File: src/rtl/tsense_pkg.sv
package tsense_pkg;
  typedef enum logic [2:0] {
    ST_IDLE,
    ST_SETUP,
    ST_HIGH,
    ST_LOW,
    ST_DONE
  } tsense_state_e;
endpackage

File: src/rtl/tsense_tick.sv
module tsense_tick #(
  parameter int unsigned HALF_DIV = 4
) (
  input  logic clk_i,
  input  logic rst_ni,
  input  logic run_i,
  output logic tick_o
);
  localparam int unsigned CW = (HALF_DIV > 1) ? $clog2(HALF_DIV) : 1;
  localparam logic [CW-1:0] LAST = CW'(HALF_DIV - 1);

  logic [CW-1:0] cnt_q;

  always_ff @(posedge clk_i or negedge rst_ni) begin
    if (!rst_ni)               cnt_q <= '0;
    else if (!run_i || tick_o) cnt_q <= '0;
    else                       cnt_q <= cnt_q + 1'b1;
  end

  assign tick_o = run_i && (cnt_q == LAST);
endmodule

File: src/rtl/tsense_shift.sv
module tsense_shift #(
  parameter int unsigned FRAME_BITS = 16
) (
  input  logic                  clk_i,
  input  logic                  rst_ni,
  input  logic                  clr_i,
  input  logic                  en_i,
  input  logic                  bit_i,
  output logic [FRAME_BITS-1:0] word_o
);
  always_ff @(posedge clk_i or negedge rst_ni) begin
    if (!rst_ni)    word_o <= '0;
    else if (clr_i) word_o <= '0;
    else if (en_i)  word_o <= {word_o[FRAME_BITS-2:0], bit_i};
  end
endmodule

File: src/rtl/tsense_fsm.sv
module tsense_fsm
  import tsense_pkg::*;
#(
  parameter int unsigned FRAME_BITS = 16,
  parameter int unsigned CS_GAP     = 4
) (
  input  logic clk_i,
  input  logic rst_ni,
  input  logic go_i,
  input  logic tick_i,
  output logic run_o,
  output logic sclk_o,
  output logic cs_no,
  output logic busy_o,
  output logic sample_o,
  output logic load_o
);
  localparam int unsigned BW = (FRAME_BITS > 1) ? $clog2(FRAME_BITS) : 1;
  localparam int unsigned GW = $clog2(CS_GAP + 2);
  localparam logic [BW-1:0] BIT_LAST = BW'(FRAME_BITS - 1);
  localparam logic [GW-1:0] GAP_END  = GW'(CS_GAP);

  tsense_state_e state_q;
  logic [BW-1:0] bit_q;
  logic [GW-1:0] gap_q;

  always_ff @(posedge clk_i or negedge rst_ni) begin
    if (!rst_ni) begin
      state_q <= ST_IDLE;
      bit_q   <= '0;
      gap_q   <= '0;
      sclk_o  <= 1'b0;
      cs_no   <= 1'b1;
      busy_o  <= 1'b0;
    end else begin
      unique case (state_q)
        ST_IDLE: begin
          if (gap_q != GAP_END) gap_q <= gap_q + 1'b1;
          if (go_i && gap_q == GAP_END) begin
            state_q <= ST_SETUP;
            cs_no   <= 1'b0;
            busy_o  <= 1'b1;
            bit_q   <= '0;
          end
        end
        ST_SETUP: if (tick_i) begin
          state_q <= ST_HIGH;
          sclk_o  <= 1'b1;
        end
        ST_HIGH: if (tick_i) begin
          sclk_o <= 1'b0;
          if (bit_q == BIT_LAST) state_q <= ST_DONE;
          else begin
            state_q <= ST_LOW;
            bit_q   <= bit_q + 1'b1;
          end
        end
        ST_LOW: if (tick_i) begin
          state_q <= ST_HIGH;
          sclk_o  <= 1'b1;
        end
        ST_DONE: if (tick_i) begin
          state_q <= ST_IDLE;
          cs_no   <= 1'b1;
          busy_o  <= 1'b0;
          gap_q   <= '0;
        end
        default: state_q <= ST_IDLE;
      endcase
    end
  end

  assign run_o    = (state_q != ST_IDLE);
  assign sample_o = (state_q == ST_HIGH) && tick_i;
  assign load_o   = (state_q == ST_DONE) && tick_i;

  // select may fall only after the full idle gap
  assert_gap_R2: assert property (@(posedge clk_i) disable iff (!rst_ni)
    $fell(cs_no) |-> $past(gap_q) == GAP_END);
  assert_sclk_in_frame_R3: assert property (@(posedge clk_i) disable iff (!rst_ni)
    sclk_o |-> !cs_no);
  assert_sample_on_fall_R4: assert property (@(posedge clk_i) disable iff (!rst_ni)
    sample_o |=> $fell(sclk_o));
  assert_busy_R7: assert property (@(posedge clk_i) disable iff (!rst_ni)
    busy_o == !cs_no);
endmodule

File: src/rtl/tsense_reader.sv
module tsense_reader #(
  parameter int unsigned HALF_DIV   = 4,
  parameter int unsigned FRAME_BITS = 16,
  parameter int unsigned TEMP_BITS  = 10,
  parameter int unsigned CS_GAP     = 4
) (
  input  logic                 clk_i,
  input  logic                 rst_ni,
  input  logic                 start_i,
  input  logic                 free_run_i,
  input  logic                 sens_data_i,
  output logic                 sclk_o,
  output logic                 cs_no,
  output logic                 sens_cmd_o,
  output logic [TEMP_BITS-1:0] temp_o,
  output logic                 valid_o,
  output logic                 busy_o
);
  logic run, tick, sample, load;
  logic [FRAME_BITS-1:0] word;

  tsense_tick #(.HALF_DIV(HALF_DIV)) u_tick (
    .clk_i (clk_i),
    .rst_ni(rst_ni),
    .run_i (run),
    .tick_o(tick)
  );

  tsense_fsm #(.FRAME_BITS(FRAME_BITS), .CS_GAP(CS_GAP)) u_fsm (
    .clk_i   (clk_i),
    .rst_ni  (rst_ni),
    .go_i    (start_i | free_run_i),
    .tick_i  (tick),
    .run_o   (run),
    .sclk_o  (sclk_o),
    .cs_no   (cs_no),
    .busy_o  (busy_o),
    .sample_o(sample),
    .load_o  (load)
  );

  tsense_shift #(.FRAME_BITS(FRAME_BITS)) u_shift (
    .clk_i (clk_i),
    .rst_ni(rst_ni),
    .clr_i (!run),
    .en_i  (sample),
    .bit_i (sens_data_i),
    .word_o(word)
  );

  // holding register, written only as select returns high
  always_ff @(posedge clk_i or negedge rst_ni) begin
    if (!rst_ni) begin
      temp_o  <= '0;
      valid_o <= 1'b0;
    end else begin
      valid_o <= load;
      if (load) temp_o <= word[FRAME_BITS-1 -: TEMP_BITS];
    end
  end

  assign sens_cmd_o = 1'b0;

  assert_valid_on_cs_rise_R6: assert property (@(posedge clk_i) disable iff (!rst_ni)
    valid_o |-> cs_no && !$past(cs_no));
  assert_valid_single_R6: assert property (@(posedge clk_i) disable iff (!rst_ni)
    valid_o |=> !valid_o);
  assert_temp_hold_R11: assert property (@(posedge clk_i) disable iff (!rst_ni)
    !valid_o |-> $stable(temp_o));
endmodule

File: config.mk
export PLATFORM = sky130hd
export DESIGN_NAME = tsense_reader
export DESIGN_NICKNAME = d
export VERILOG_FILES = /design/src/rtl/tsense_pkg.sv /design/src/rtl/tsense_tick.sv /design/src/rtl/tsense_shift.sv /design/src/rtl/tsense_fsm.sv /design/src/rtl/tsense_reader.sv
export SDC_FILE = /design/constraint.sdc
export NUM_CORES = 1
export LEC_CHECK = 0
export BUFFER_PORTS_ARGS = -buffer_cell sky130_fd_sc_hd__buf_2
export CORE_MARGIN = 8
export CORE_UTILIZATION = 55
export CTS_BUF_LIST = sky130_fd_sc_hd__clkbuf_4
export DETAILED_ROUTE_END_ITERATION = 16
export PLACE_DENSITY = 0.75
export SETUP_SLACK_MARGIN = 0.2
export SLEW_MARGIN = 0
export SYNTH_ARGS = -nofsm -noshare
export SYNTH_HDL_FRONTEND = slang
export SYNTH_SLANG_ARGS = --single-unit
File: constraint.sdc
create_clock -name clk_i -period 1.9 [get_ports clk_i]
set_clock_uncertainty 0.15 [all_clocks]
set_input_delay 0.095 -clock clk_i [delete_from_list [all_inputs] [get_ports clk_i]]
set_output_delay 0.095 -clock clk_i [all_outputs]
set_load 0.005 [all_outputs]
Word-level counts from Yosys, hierarchy flattened
Index checks and enable logic that the tools add are counted.
{ "totals": {"register_bits": 42, "latch_bits": 0, "inputBits": 5, "memories": 0, "out_inout_bits": 15, "word_cells": 68, "mem_bits_rw": 0, "mem_bits_ro": 0} }
{ "op_classes": {"order_cmp": 0, "n_reduce_logical": 17, "add_sub_neg": 3, "n_mux": 22, "multipliers": 0, "shifts": 0, "n_eq_ne": 15, "n_div": 0, "bitwise": 1} }
{ "op_table": {"columns": ["operator", "count"], "rows": [
  ["two-way mux 16 bit", 2],
  ["two-way mux 3 bit", 6],
  ["two-way mux 4 bit", 3],
  ["case mux 3 bit (4 select lines)", 1],
  ["!= test 2 x 1 -> 1 bit, second input constant", 5],
  ["AND reduction 3 bit", 3],
  ["case mux 4 bit (2 select lines)", 1],
  ["AND reduction 4 bit", 2],
  ["equality test 3 x 2 -> 1 bit, second input constant", 2],
  ["equality test 3 bit, second input constant", 2],
  ["case mux 1 bit (2 select lines)", 3],
  ["case mux 3 bit (2 select lines)", 1],
  ["nonzero test 2 bit", 3],
  ["adder 4 x 1 -> 4 bit, second input constant", 1],
  ["equality test 4 bit, second input constant", 1],
  ["logical AND 1 bit", 4],
  ["two-way mux 1 bit", 4],
  ["!= test 2 bit, second input constant", 2],
  ["adder 3 x 1 -> 3 bit, second input constant", 1],
  ["equality test 3 x 1 -> 1 bit, second input constant", 1],
  ["zero test 3 bit", 1],
  ["!= test 3 bit, second input constant", 1],
  ["nonzero test 3 bit", 1],
  ["adder 2 x 1 -> 2 bit, second input constant", 1],
  ["6 further kinds", 6]
]} }

Longest topological paths before layout
Gate-level depths: netlist of the first run.
{ "depth": {"word_depth": 5, "ltp_mapped": 5} }

Cells and area by module
Synthesis of the first run repeated with hierarchy kept, for this count alone.
{ "unflattened": {"cells_unflattened": 162, "area_unflattened_um2": 1956.9} }
{ "modules_own_cells": {"columns": ["module", "area_each_um2", "seq_area_each_um2", "cells_each", "n_inst"], "rows": [
  ["tsense_fsm", 747.0, 326.6, 78, 1],
  ["tsense_shift", 660.6, 400.4, 52, 1],
  ["tsense_reader", 457.9, 275.3, 26, 1],
  ["tsense_tick", 91.3, 50.0, 6, 1]
]} }

Worst setup path after synthesis of the first run
Ideal clock, no wire load.
{ "synth_timing": {"path_kind": "register to register", "from": "register u_fsm.gap_q[0]", "to": "register u_fsm.gap_q[0]", "setup_ps": 125, "period_less_slack_ps": 1660, "arrival_time_ps": 1385, "stages_incl_launch_ff": 6, "slack_ps": 240, "required_ps": 1625, "cell_sequence": "dfrtp_1 -> inv_1 -> ha_1 -> a2111oi_2 -> nor2_1 -> mux2_2"} }
{ "synth_via": {"elab_chain_cells": 3, "elab_cells_between_ends": 6, "cone_classes": "1 x add/sub; 2 x eq/ne; 2 x mux; 1 x reduce/logical"} }
{ "synth_lines": {"columns": ["element", "line_no", "text"], "rows": [
  ["from (decl)", "tsense_fsm.sv:25", "logic [GW-1:0] gap_q;"],
  ["from (signal assigned)", "tsense_fsm.sv:38", "if (gap_q != GAP_END) gap_q <= gap_q + 1'b1;"],
  ["adder 3 x 1 -> 3 bit or != test 3 bit (tied branches)", "tsense_fsm.sv:38", null],
  ["two-way mux 3 bit or != test 2 x 1 -> 1 bit (tied branches)", null, null],
  ["case mux 3 bit (2 select lines) or AND reduction 3 bit (tied branches)", null, null]
]} }
Parallel ways exist; a longest one is shown, timed or not. The select of a mux whose other input is x is not followed.
A chain may end at the register's enable or synchronous reset.

Final worst setup path of the first run
{ "layout_timing": {"from": "register u_tick.cnt_q[0]", "to": "register u_fsm.busy_o"} }
{ "layout_via": {"elab_chain_cells": 4} }
{ "layout_lines": {"columns": ["element", "line_no", "text"], "rows": [
  ["from (decl)", "tsense_tick.sv:12", "logic [CW-1:0] cnt_q;"],
  ["from (signal assigned)", "tsense_tick.sv:17", "else cnt_q <= cnt_q + 1'b1;"],
  ["equality test 2 bit", "tsense_tick.sv:20", "assign tick_o = run_i && (cnt_q == LAST);"],
  ["logical AND 1 bit", "tsense_tick.sv:20", null],
  ["!= test 2 x 1 -> 1 bit (no line)", null, null],
  ["AND reduction 3 bit (no line)", null, null],
  ["to (signal assigned)", "tsense_fsm.sv:34", "busy_o <= 1'b0;"],
  ["to (signal assigned)", "tsense_fsm.sv:42", "busy_o <= 1'b1;"],
  ["to (signal assigned)", "tsense_fsm.sv:65", "busy_o <= 1'b0;"],
  ["to (decl)", "tsense_fsm.sv:14", "output logic busy_o,"]
]} }
No other way between the ends.

==> flow_metrics.py, run 1 <==
metrics = {
    "cells_and_area": {
        "num_antenna_cells": 0,
        "final_standard_cell_count_with_taps_included_and_fillers_excluded": 229,
        "post_route_cells_drive_above_1_share": 0.361,
        "most-common-layout-cells": "sky130_fd_sc_hd__dfrtp_1 (39), sky130_fd_sc_hd__a22o_1 (18), sky130_fd_sc_hd__buf_2 (18), sky130_fd_sc_hd__buf_4 (12), sky130_fd_sc_hd__mux2_2 (11)",
        "layout.cells.most_common": "sky130_fd_sc_hd__dfrtp_1",
        "layout.cell_area.non_filler_um2": 2230,
        "syn2layout_area_growth_pct": 20.6,
        "utilization": 0.679,
        "nets": 191,
    },
    "clock_tree": {
        "cts_tree": "yes",
        "cts_buffer_depth": 2,
        "clock_latency_ps": 360,
        "clock_sink_count": 42,
        "numCtsBuffers": 5,
        "clkSlewWorstSetupHoldPaths_ps": 130,
        "clock-root-buffer": "sky130_fd_sc_hd__clkbuf_4",
        "cts_max_level": 2,
    },
    "power": {
        "leakagePower_nw": 1.09,
        "power_density_cells_nw_per_um2": 1160,
        "power_mw": 2.58,
        "power.ir.vdd_worst_uv": 657,
    },
    "worst_setup_path": {
        "timing.critical_path.cells": "ha_4 > buf_8 > or3b_2 > nand2_1 > o21ai_0",
        "worstPathRequired_ps": 2010,
        "worst_ep_arrival_ps": 1770,
        "criticalPathCategory": "register to register",
        "cp_max_fo": 12,
        "worst_setup_path_end_kind": "register",
        "critical_path.max_stage_delay_ps": 490,
        "critical_path.startpoint_type": "register",
        "critical_path.slowest_cell": "sky130_fd_sc_hd__or3b_2",
        "timing.reg2reg.setup_slack_ps": 240,
    },
    "die": {
        "die-area_um2": 5470,
        "core-area_um2": 3280,
        "horiz_die_dim_um": 74.0,
        "die_height_um": 74.0,
        "rows": 21,
        "num_io_pins": 20,
        "start_util": 0.563,
    },
    "place": {
        "placement.io_buffers": 18,
        "dpl-instance-area_um2": 2010,
        "number_of_cells_in_the_design_after_placement": 212,
        "dpl.hpwl_um": 2470,
        "dpl_worst_slack_ps": 78.9,
        "place.gp.congestion": 0.810,
    },
    "grt": {
        "largest_net_degree_at_the_start_of_global_routing": 38,
        "grt_antenna_before_repair": 0,
        "grt_overflow_total": 0,
        "grt_pass1_wl_um": 6140,
        "grt_pass1_vias": 1376,
        "grt_usage": 0.146,
    },
    "synthesis": {
        "synth-edff-count": 0,
        "mapped_cells": 149,
        "synth.cell_area_um2": 1850,
        "synth_cell_type_count": 41,
        "post-synth-top-area-cell": "sky130_fd_sc_hd__dfrtp_1",
        "postSynthNetCount": 158,
        "fraction_of_the_mapped_netlist_area_in_adder_cells": 0.0271,
        "async_reset_ff_frac": 1.00,
        "yosys-top-cells-area": "sky130_fd_sc_hd__dfrtp_1 (55%), sky130_fd_sc_hd__a22o_1 (8.5%), sky130_fd_sc_hd__mux2_2 (6.7%)",
        "ys_seq_area_frac": 0.569,
        "synth-simple-area-share": 0.109,
        "post_synth_mux_area_share": 0.0670,
        "post_synth.cell_area_avg_um2": 12.4,
        "dominant_combinational_cell_family_by_area_after_synthesis": "compound AO/OA/AOI/OAI gates",
        "synthXorXnorAreaFrac": 0,
        "yosys_most_used_dff": "sky130_fd_sc_hd__dfrtp_1",
        "share_of_yosys_cell_area_claimed_by_the_top_area_cell_type": 0.555,
        "synth_warnings": 0,
        "synth-compound-area-share": 0.186,
        "postSynthRegisterBits": 42,
    },
    "route": {
        "totalWireLength_um": 3720,
        "ant_nets": 0,
        "detailedRoute.firstIterationViolations": 44,
        "wl_per_cell_um": 16.2,
        "drt_drc_violations_left": 0,
        "dr_total_vias": 1318,
        "via_per_inst": 5.76,
        "dr.pass1.iters": 4,
    },
    "timing": {
        "timing.max_slew.rel_slack": 0.472,
        "setup_repair_after_global_routing_missed_its_margin": "false",
        "layout_min_cycle_time_ps": 1660,
        "setup-violations-final": 0,
        "setup_ws_ps": 236,
        "timing_hold_violations_final": 0,
        "post-route-period-util": 0.876,
        "fin_tns_setup_ps": 0,
        "report.final.slew_viol_count": 0,
        "timing_worst_slew_pin_value_ps": 792,
        "max_freq_mhz": 601,
        "finalHoldWorstSlack_ps": 189,
    },
    "hold_path": {
        "min-delay-path-class": "input port to asynchronous set/reset pin",
    },
    "flow_run": {
        "max-cap-violations": 0,
    },
    "status": {
        "status": "completed",
    },
}
[state kept, by name (all words and copies together) (netlist names)]
name,flops
u_shift.word_o,16
valid_o,1
u_fsm.state_q,3
u_tick.cnt_q,2
u_fsm.gap_q,3
u_fsm.cs_no,1
u_fsm.bit_q,4
u_fsm.busy_o,1
u_fsm.sclk_o,1
temp_o,10
[metal layers]
layer | share of wire | up-vias | GRT usage
met1 | 0.43 | 662 | 0.163
met2 | 0.51 | 31 | 0.251
met5 | 0 | - | 0
met3 | 0.052 | 8 | 0.0472
li1 | - | 617 | -
met4 | 0.017 | 0 | 0.0576
[final cells by class]
cell class                      count  area [um2]
Multi-Input combinational cell     93         774
Inverter                            4        15.0
Tap cell                           46        57.6
Fill cell                         243        1050
Clock buffer                        5        37.5
Timing Repair Buffer               36         246
Sequential cell                    42        1050
Clock inverter                      3        43.8
[critical path, delay by kind of cell (launching register included)]
family,cells,cell delay [ps]
simple gates,2,580
flops,1,420
fa+ha+maj,1,190
buf+inv,1,150
compound gates,1,80
[power by group]
part,internal [mW],switching (mW)
Combinational,0.407,0.451
Clock,0.279,0.294
Sequential,1.02,0.131
[final timing paths]
kind                                        start           endpoint  depth (start not counted)
max in group asynchronous                  rst_ni     u_fsm.gap_q[0]                          3
worst min-delay path                       rst_ni     u_fsm.bit_q[0]                          2
worst min register to register  u_shift.word_o[1]  u_shift.word_o[2]                          1
worst max register to register    u_tick.cnt_q[0]       u_fsm.busy_o                          5
min in group clk_i                    sens_data_i  u_shift.word_o[0]                          3
worst max-delay path              u_tick.cnt_q[0]       u_fsm.busy_o                          5
[cell families after synthesis]
kind of cell	Yosys count
mux	11
fa+ha+maj	4
compound gates	42
simple gates	35
other cells	1
buf+inv	14
flops	42
[Yosys cell counts (all sizes together), types with 2 or more instances]
master	instances
nand2	7
inv	4
nor3b	2
and4bb	2
nor3	2
a21oi	6
mux2	11
a211o	2
a22o	18
buf	9
and3	3
ha	4
dfrtp	41
nand3	3
nor2b	2
a21o	3
o21ai	3
nor2	7
[what timing repair did]
| action | in CTS | in global routing |
|---|---|---|
| endpoints found under the setup margin | 34 | 20 |
| pin swaps | 1 | 2 |
| hold endpoints to repair | 36 | 0 |
| cloned | 0 | 0 |
| resized for setup | 8 | 7 |
| buffers inserted | 0 | 5 |
| hold buffers | 4 | 0 |
Note: power is estimated with default switching activity, not from simulation.
==> run 2: changes to the inputs <==
--- a/config.mk
+++ b/config.mk
@@ -10,7 +10,7 @@
 export CORE_UTILIZATION = 55
 export CTS_BUF_LIST = sky130_fd_sc_hd__clkbuf_4
 export DETAILED_ROUTE_END_ITERATION = 16
-export PLACE_DENSITY = 0.75
+export PLACE_DENSITY_LB_ADDON = 0.08
 export SETUP_SLACK_MARGIN = 0.2
 export SLEW_MARGIN = 0
 export SYNTH_ARGS = -nofsm -noshare
==> flow_metrics.py, run 2 (synthesis results as in run 1) <==
metrics = {
    "place": {
        "dpl.hpwl_um": 2370,
        "dpl-instance-area_um2": 1990,
        "place.gp.congestion": 0.758,
        "placement.io_buffers": 18,
        "dpl_worst_slack_ps": 102,
    },
    "cells_and_area": {
        "nets": 188,
        "top_register": "u_shift.word_o",
        "post_route_cells_drive_above_1_share": 0.361,
        "syn2layout_area_growth_pct": 19.8,
        "flip_flop_count_of_the_largest_register_all_copies_and_words_added": 16,
        "most-common-layout-cells": "sky130_fd_sc_hd__dfrtp_1 (40), sky130_fd_sc_hd__a22o_1 (18), sky130_fd_sc_hd__buf_2 (18), sky130_fd_sc_hd__buf_4 (12), sky130_fd_sc_hd__mux2_2 (11)",
        "num_antenna_cells": 0,
        "nFillCells": 253,
        "layout.cells.most_common": "sky130_fd_sc_hd__dfrtp_1",
        "layout_top_registers": "u_shift.word_o x16, temp_o x10, u_fsm.bit_q x4",
        "utilization": 0.675,
        "layout.cell_area.non_filler_um2": 2220,
    },
    "worst_setup_path": {
        "criticalPathCategory": "register to register",
        "worst_setup_path_end_kind": "register",
        "worst_ep_arrival_ps": 1780,
        "critical_path.startpoint_type": "register",
        "worstPathRequired_ps": 2010,
        "cp_max_fo": 9,
    },
    "grt": {
        "grt_pass1_wl_um": 6080,
        "grt_antenna_before_repair": 0,
        "largest_net_degree_at_the_start_of_global_routing": 43,
        "grt_overflow_total": 0,
        "grt_pass1_vias": 1293,
        "grt_usage": 0.144,
    },
    "route": {
        "drt_drc_violations_left": 0,
        "via_per_inst": 5.57,
        "totalWireLength_um": 3740,
        "dr.pass1.iters": 4,
        "detailedRoute.firstIterationViolations": 74,
        "wl_per_cell_um": 16.5,
        "dr_total_vias": 1259,
        "ant_nets": 0,
    },
    "timing": {
        "fin_tns_setup_ps": 0,
        "timing_worst_slew_pin_value_ps": 508,
        "report.final.slew_viol_count": 0,
        "timing_hold_violations_final": 0,
        "max_freq_mhz": 599,
        "timing.max_slew.rel_slack": 0.661,
        "layout_min_cycle_time_ps": 1670,
        "setup_ws_ps": 231,
        "setup-violations-final": 0,
        "post-route-period-util": 0.879,
        "setup_repair_after_global_routing_missed_its_margin": "true",
    },
    "flow_run": {
        "max-cap-violations": 0,
    },
    "hold_path": {
        "min-delay-path-class": "input port to register",
    },
    "die": {
        "horiz_die_dim_um": 74.0,
        "die-area_um2": 5470,
        "start_util": 0.563,
        "num_io_pins": 20,
        "die_height_um": 74.0,
        "rows": 21,
        "core-area_um2": 3280,
    },
    "clock_tree": {
        "numCtsBuffers": 5,
        "clkSlewWorstSetupHoldPaths_ps": 130,
        "cts_tree": "yes",
        "cts_max_level": 2,
        "clock_sink_count": 42,
        "clock-root-buffer": "sky130_fd_sc_hd__clkbuf_4",
        "clock_latency_ps": 360,
        "cts_buffer_depth": 2,
    },
    "power": {
        "power.ir.vdd_worst_uv": 565,
        "leakagePower_nw": 1.08,
        "power_density_cells_nw_per_um2": 1190,
    },
    "status": {
        "status": "completed",
    },
}
run 2: metal layers:
layer	routed length (um)	track usage	vias to the layer above
li1	-	-	607
met1	1800	0.188	622
met2	1730	0.220	20
met3	139	0.0472	10
met4	72	0.0466	0
met5	0	0	-
run 2: final timing paths:
kind / startpoint / endpoint / slack, ps / cells after the start
max: u_tick.cnt_q[1] / u_fsm.bit_q[3] / 230 / 5
min: start_i / u_fsm.state_q[0] / 40 / 4
max reg2reg: u_tick.cnt_q[1] / u_fsm.bit_q[3] / 230 / 5
min reg2reg: u_shift.word_o[4] / u_shift.word_o[5] / 360 / 1
max in group asynchronous: rst_ni / u_fsm.state_q[0] / 1050 / 3
min in group asynchronous: rst_ni / u_fsm.bit_q[3] / 150 / 3
run 2: stage by stage:
step	power, mW	hold WS (ps)	std cells
4_1_cts	2.55	18.8	221
2_1_floorplan	1.68	-351	149
5_1_grt	2.80	57.1	226
3_3_place_gp	1.85	32.0	210
6_report	2.64	41.9	226
3_5_place_dp	1.89	41.1	210
run 2: timing repair:
| item | in CTS | in global routing |
|---|---|---|
| hold buffers | 2 | 0 |
| buffers inserted | 1 | 5 |
| resized for setup | 6 | 9 |
| hold endpoints to repair | 43 | 0 |
| setup endpoints to repair | 23 | 22 |
| pin swaps | 1 | 2 |
run 2: area by class of cell:
type / count / area, um2 / area share
clock buffer: 6 / 45.0 / 0.0203
inverter: 4 / 15.0 / 0.00678
clock inverter: 2 / 37.5 / 0.0169
timing repair buffer: 33 / 211 / 0.0954
tap: 46 / 57.6 / 0.0260
sequential: 42 / 1050 / 0.475
multi-input combinational: 93 / 796 / 0.359
run 2: power by group:
group / switching (mW) / total (mW) / internal, mW
Sequential: 0.134 / 1.15 / 1.02
Clock: 0.296 / 0.588 / 0.292
Combinational: 0.467 / 0.897 / 0.431
Total: 0.896 / 2.64 / 1.74
run 2: critical path: stages, from the launching register on:
cell,delay (ps)
sky130_fd_sc_hd__dfrtp_1,410
sky130_fd_sc_hd__ha_4,190
sky130_fd_sc_hd__buf_6,140
sky130_fd_sc_hd__nand2_1,110
sky130_fd_sc_hd__o311a_1,340
sky130_fd_sc_hd__a211o_1,230
